**src/rtl/ext_irq_pkg.sv**
```systemverilog
package ext_irq_pkg;
  localparam int unsigned MODE_BIT = 0;
  localparam int unsigned MASK_BIT = 1;
  localparam int unsigned ACK_BIT  = 2;
  localparam int unsigned FLAG_BIT = 3;
  localparam int unsigned PIN_BIT  = 4;
  localparam int unsigned CSR_USED = 5;

  typedef struct packed {
    logic lvl_mode;
    logic masked;
  } irq_ctrl_t;
endpackage

```
**src/rtl/irq_pin_sync.sv**
```systemverilog
module irq_pin_sync #(
  parameter int unsigned STAGES = 2
) (
  input  logic clk_i,
  input  logic rst_ni,
  input  logic pin_ni,
  output logic level_o,
  output logic fall_o
);
  localparam int unsigned LAST = STAGES - 1;

  logic [LAST:0] chain_q;
  logic          prev_q;

  // reset low: a pin held low through reset is not seen as an edge
  generate
    if (STAGES == 1) begin : g_one
      always_ff @(posedge clk_i or negedge rst_ni) begin
        if (!rst_ni) chain_q <= '0;
        else         chain_q <= pin_ni;
      end
    end else begin : g_many
      always_ff @(posedge clk_i or negedge rst_ni) begin
        if (!rst_ni) chain_q <= '0;
        else         chain_q <= {chain_q[LAST-1:0], pin_ni};
      end
    end
  endgenerate

  always_ff @(posedge clk_i or negedge rst_ni) begin
    if (!rst_ni) prev_q <= 1'b0;
    else         prev_q <= chain_q[LAST];
  end

  assign level_o = chain_q[LAST];
  assign fall_o  = prev_q & ~chain_q[LAST];
endmodule

```
**src/rtl/irq_csr.sv**
```systemverilog
module irq_csr
  import ext_irq_pkg::*;
#(
  parameter int unsigned DATA_W = 8
) (
  input  logic              clk_i,
  input  logic              rst_ni,
  input  logic              we_i,
  input  logic [DATA_W-1:0] wdata_i,
  input  logic              pend_i,
  input  logic              pin_lvl_i,
  output irq_ctrl_t         ctrl_o,
  output logic              ack_sw_o,
  output logic [DATA_W-1:0] rdata_o
);
  irq_ctrl_t ctrl_q;
  logic      wdata_unused;

  always_ff @(posedge clk_i or negedge rst_ni) begin
    if (!rst_ni) begin
      ctrl_q <= '0;
    end else if (we_i) begin
      ctrl_q.lvl_mode <= wdata_i[MODE_BIT];
      ctrl_q.masked   <= wdata_i[MASK_BIT];
    end
  end

  assign ack_sw_o     = we_i & wdata_i[ACK_BIT];
  assign ctrl_o       = ctrl_q;
  assign wdata_unused = ^wdata_i[DATA_W-1:FLAG_BIT];

  always_comb begin
    rdata_o           = '0;
    rdata_o[MODE_BIT] = ctrl_q.lvl_mode;
    rdata_o[MASK_BIT] = ctrl_q.masked;
    rdata_o[FLAG_BIT] = pend_i;
    rdata_o[PIN_BIT]  = pin_lvl_i;
  end
endmodule

```
**src/rtl/irq_latch.sv**
```systemverilog
module irq_latch (
  input  logic clk_i,
  input  logic rst_ni,
  input  logic lvl_mode_i,
  input  logic fall_i,
  input  logic pin_hi_i,
  input  logic ack_i,
  output logic pend_o
);
  logic pend_q, pend_d;
  logic seen_q, seen_d;

  always_comb begin
    pend_d = pend_q;
    seen_d = seen_q;
    if (fall_i) begin
      pend_d = 1'b1;            // edge beats a same-cycle ack
      seen_d = 1'b0;
    end else if (lvl_mode_i) begin
      if (pend_q) begin
        if ((ack_i || seen_q) && pin_hi_i) begin
          pend_d = 1'b0;
          seen_d = 1'b0;
        end else if (ack_i) begin
          seen_d = 1'b1;
        end
      end else if (!pin_hi_i) begin
        pend_d = 1'b1;
      end
    end else begin
      seen_d = 1'b0;
      if (ack_i) pend_d = 1'b0;
    end
  end

  always_ff @(posedge clk_i or negedge rst_ni) begin
    if (!rst_ni) begin
      pend_q <= 1'b0;
      seen_q <= 1'b0;
    end else begin
      pend_q <= pend_d;
      seen_q <= seen_d;
    end
  end

  assign pend_o = pend_q;


  edge_wins_chk: assert property (@(posedge clk_i) disable iff (!rst_ni)
    fall_i |=> pend_q);

  ack_edge_clr_chk: assert property (@(posedge clk_i) disable iff (!rst_ni)
    (!lvl_mode_i && ack_i && !fall_i) |=> !pend_q);

  low_level_set_chk: assert property (@(posedge clk_i) disable iff (!rst_ni)
    (lvl_mode_i && !pin_hi_i) |=> pend_q);

  lvl_hold_chk: assert property (@(posedge clk_i) disable iff (!rst_ni)
    (lvl_mode_i && pend_q && !ack_i && !seen_q) |=> pend_q);
endmodule

```
**src/rtl/ext_irq_ctrl.sv**
```systemverilog
module ext_irq_ctrl
  import ext_irq_pkg::*;
#(
  parameter int unsigned       DATA_W      = 8,
  parameter int unsigned       ADDR_W      = 16,
  parameter int unsigned       SYNC_STAGES = 2,
  parameter logic [ADDR_W-1:0] VEC_BASE    = 'hFFFA
) (
  input  logic              clk_i,
  input  logic              rst_ni,
  input  logic              irq_pin_ni,
  input  logic              reg_we_i,
  input  logic [DATA_W-1:0] reg_wdata_i,
  output logic [DATA_W-1:0] reg_rdata_o,
  input  logic              vec_fetch_i,
  input  logic [ADDR_W-1:0] vec_addr_i,
  output logic              irq_req_o,
  output logic              pin_level_o
);
  localparam logic [ADDR_W-1:0] VEC_NEXT = VEC_BASE + ADDR_W'(1);

  logic      pin_lvl, pin_fall, pend, ack_sw, ack_hw;
  irq_ctrl_t ctrl;

  irq_pin_sync #(.STAGES(SYNC_STAGES)) u_sync (
    .clk_i   (clk_i),
    .rst_ni  (rst_ni),
    .pin_ni  (irq_pin_ni),
    .level_o (pin_lvl),
    .fall_o  (pin_fall)
  );

  irq_csr #(.DATA_W(DATA_W)) u_csr (
    .clk_i     (clk_i),
    .rst_ni    (rst_ni),
    .we_i      (reg_we_i),
    .wdata_i   (reg_wdata_i),
    .pend_i    (pend),
    .pin_lvl_i (pin_lvl),
    .ctrl_o    (ctrl),
    .ack_sw_o  (ack_sw),
    .rdata_o   (reg_rdata_o)
  );

  assign ack_hw = vec_fetch_i & ((vec_addr_i == VEC_BASE) | (vec_addr_i == VEC_NEXT));

  irq_latch u_latch (
    .clk_i      (clk_i),
    .rst_ni     (rst_ni),
    .lvl_mode_i (ctrl.lvl_mode),
    .fall_i     (pin_fall),
    .pin_hi_i   (pin_lvl),
    .ack_i      (ack_sw | ack_hw),
    .pend_o     (pend)
  );

  assign irq_req_o   = pend & ~ctrl.masked;
  assign pin_level_o = pin_lvl;


  req_implies_flag_chk: assert property (@(posedge clk_i) disable iff (!rst_ni)
    irq_req_o |-> reg_rdata_o[FLAG_BIT]);

  vec_ack_clr_chk: assert property (@(posedge clk_i) disable iff (!rst_ni)
    (vec_fetch_i && vec_addr_i == VEC_BASE && !reg_rdata_o[MODE_BIT] && !pin_fall) |=> !reg_rdata_o[FLAG_BIT]);
endmodule

```
**config.mk**
```make
export PLATFORM = sky130hd
export DESIGN_NAME = ext_irq_ctrl
export DESIGN_NICKNAME = d
export VERILOG_FILES = /design/src/rtl/ext_irq_pkg.sv /design/src/rtl/irq_pin_sync.sv /design/src/rtl/irq_csr.sv /design/src/rtl/irq_latch.sv /design/src/rtl/ext_irq_ctrl.sv
export SDC_FILE = /design/constraint.sdc
export NUM_CORES = 1
export LEC_CHECK = 0
export BUFFER_PORTS_ARGS = -buffer_cell sky130_fd_sc_hd__buf_4
export CAP_MARGIN = 20
export CORE_MARGIN = 2
export CORE_UTILIZATION = 27
export CTS_BUF_LIST = sky130_fd_sc_hd__clkbuf_16
export DETAILED_ROUTE_END_ITERATION = 7
export PLACE_DENSITY_LB_ADDON = 0.15
export SYNTH_ARGS = -nofsm -noshare
export SYNTH_HDL_FRONTEND = slang
export SYNTH_HIERARCHICAL = 1
export SYNTH_SLANG_ARGS = --single-unit
```
**constraint.sdc**
```tcl
create_clock -name clk_i -period 1.3 [get_ports clk_i]
set_clock_uncertainty 0.15 [all_clocks]
set_input_delay 0 -clock clk_i [delete_from_list [all_inputs] [get_ports clk_i]]
set_output_delay 0 -clock clk_i [all_outputs]
set_load 0.01 [all_outputs]
```
==> results.ini <==
[finish]
fin_util_pct = 53.7
area_growth_pct = 84.2
final_area_um2 = 698
diodes = 0
drive_gt1_share_pct = 53.7
final_nets = 97

[synth]
syn_inst = 34
syn_area_per_cell_um2 = 11.2
ys_seq_area_share_pct = 46.2
synth_seq_cells = 7
synth_warnings = 6
synth.distinct_cells = 15
syn-cell-area_um2 = 379

[clock_network]
htree_levels = 1
clk_pin_slew_ns = 0.04
cts_tree = yes
cts_inserted_buffers = 3
cts_root_buf = clkbuf_16
clock_latency_ns = 0.23
post_cts_buffers = 0
clock-sinks = 7
cts_buffer_depth = 2

[global_route]
antenna_found_initial = 0
overflow = 0
grt_pass1_vias = 382
grt_max_degree = 8
grt_pass1_wl_mm = 1.57
grt.total_usage_pct = 12.2

[pwr]
p_per_area_nw_per_um2 = 1290
leakagePower_uw = 0.000343
max-vdd-ir-drop_mv = 1.32

[floorplanning]
rows = 13
dieHeight_um = 41.5
die_w_um = 41.5
core_um2 = 1300
start_util_pct = 29.1
die_area_um2 = 1720
ioPinCount = 39

[route]
wl_per_cell_um = 11.5
ant_nets = 0
drt-initial-drc-count = 6
routed_wl_um = 945
via_count = 353
dr.pass1.iters = 4
route.detailed.drc = 0
via_per_inst = 4.30

[timing]
period_minus_slack_ns = 1.16
fin_crit_sh_pct = 89.4
max_freq_mhz = 860
final-max-slew-violation-count = 0
rsz0062_at_grt = no
finalHoldViolCount = 0
fin_setup_tns_ns = 0
hold_ws_ns = 0.108
finalSetupViolations = 0

[placed_design]
placed_area_um2 = 559
gp_congestion = 0.668
io_buffer_count = 28

[worst_setup_path]
start_kind = flop
arrival_ns = 1.11
required_ns = 1.25
path_max_fanout = 5
endpoint_kind = flop
crit_type = reg2reg

[run_status]
status = finished, final reports clean

[min_path]
hp-class = in2reg

[job]
maxCapViolations = 0

per-layer routing:
metal  wire, um  vias to the layer above  GRT usage, %
met3        111                        0          6.09
li1           -                      171             -
met5          0                        -             0
met1        347                      156          12.3
met2        486                       26          20.6
met4          0                        0          5.81
worst max-delay path, cell delays in order, from the launching register on:
cell     delay (ns)
dfrtp_1        0.41
nor2b_1        0.15
a311o_1        0.33
flip-flops by register name, indices dropped and copies added, names as in the netlist:
name,count
u_sync/prev_q,1
u_sync/chain_q,2
u_csr/ctrl_o,2
u_latch/pend_o,1
u_latch/seen_q,1
layout make-up:
type,instances,area (um2)
fill,125,603
timing repair buffer,34,270
sequential,7,175
multi-input combinational,19,144
clock buffer,3,75.1
tap,15,18.8
inverter,3,11.3
clock inverter,1,3.75
synthesized netlist by cell type:
| cell | instances | area (um2) |
|---|---|---|
| buf_4 | 8 | 60.1 |
| conb_1 | 1 | 3.75 |
| nand4b_1 | 1 | 8.76 |
| nor2b_4 | 1 | 13.8 |
| a2111oi_1 | 1 | 10.0 |
| and2_2 | 1 | 7.51 |
| nor2b_1 | 2 | 12.5 |
| dfrtp_1 | 7 | 175 |
| nand2_1 | 1 | 3.75 |
| o41ai_2 | 1 | 16.3 |
| a21oi_1 | 1 | 5.00 |
| nand4_1 | 3 | 18.8 |
| inv_1 | 3 | 11.3 |
| mux2_2 | 2 | 22.5 |
| a311o_1 | 1 | 10.0 |
timing repair:
item,CTS,global route
endpoints found under the hold margin,10,0
hold buffers,6,0
gates resized for setup,0,0
cell usage in the layout, fill, tap and decap left out, drive strengths merged:
| cell type | netlist | layout |
|---|---|---|
| nand2 | 1 | 1 |
| a311o | 1 | 1 |
| mux2 | 2 | 2 |
| buf | 8 | 28 |
| nand4 | 3 | 3 |
| a21oi | 1 | 1 |
| nor2b | 3 | 3 |
| inv | 3 | 4 |
| o41ai | 1 | 1 |
| clkbuf | 0 | 3 |
| nand4b | 1 | 1 |
| a2111oi | 1 | 1 |
| conb | 1 | 4 |
| and2 | 1 | 1 |
| dlygate4sd3 | 0 | 6 |
| dfrtp | 7 | 7 |
metrics by stage:
step | setup WS [ns] | std cells | power [uW]
final | 0.137 | 82 | 903
after global routing | 0.0784 | 82 | 940
after CTS | 0.138 | 82 | 910
after detailed placement | -0.0766 | 72 | 383
after global placement | -0.0451 | 72 | 383
after floorplan | 0.0994 | 37 | 320
where the power goes:
group / switching [uW] / internal, uW / total, uW
clock network: 107 / 399 / 506
logic: 49.2 / 94.9 / 144
registers: 16.7 / 236 / 252
total: 173 / 730 / 903
kinds of logic after synthesis:
| family | count (synthesis) | share of synthesized area (%) |
|---|---|---|
| other | 1 | 0.989 |
| DFF | 7 | 46.2 |
| and+or+nand+nor | 9 | 17.2 |
| muxes | 2 | 5.94 |
| buffers and inverters | 11 | 18.8 |
| AOI/OAI and AO/OA | 4 | 10.9 |
final timing paths:
kind | from | slack (ns) | depth (start not counted) | endpoint
max reg2reg | u_csr/ctrl_o[1]$_DFFE_PN0P_ | 0.14 | 2 | u_latch/pend_o$_DFFE_PN0P_
max | u_csr/ctrl_o[1]$_DFFE_PN0P_ | 0.14 | 2 | u_latch/pend_o$_DFFE_PN0P_
min reg2reg | u_sync/chain_q[0]$_DFF_PN0_ | 0.20 | 0 | u_sync/chain_q[1]$_DFF_PN0_
min | vec_addr_i[6] | 0.11 | 5 | u_latch/seen_q$_DFFE_PN0P_
max in group asynchronous | rst_ni | 0.17 | 3 | u_sync/prev_q$_DFF_PN0_
min in group asynchronous | rst_ni | 0.59 | 3 | u_csr/ctrl_o[0]$_DFFE_PN0P_
No activity file was read; power rests on OpenSTA's default activity.
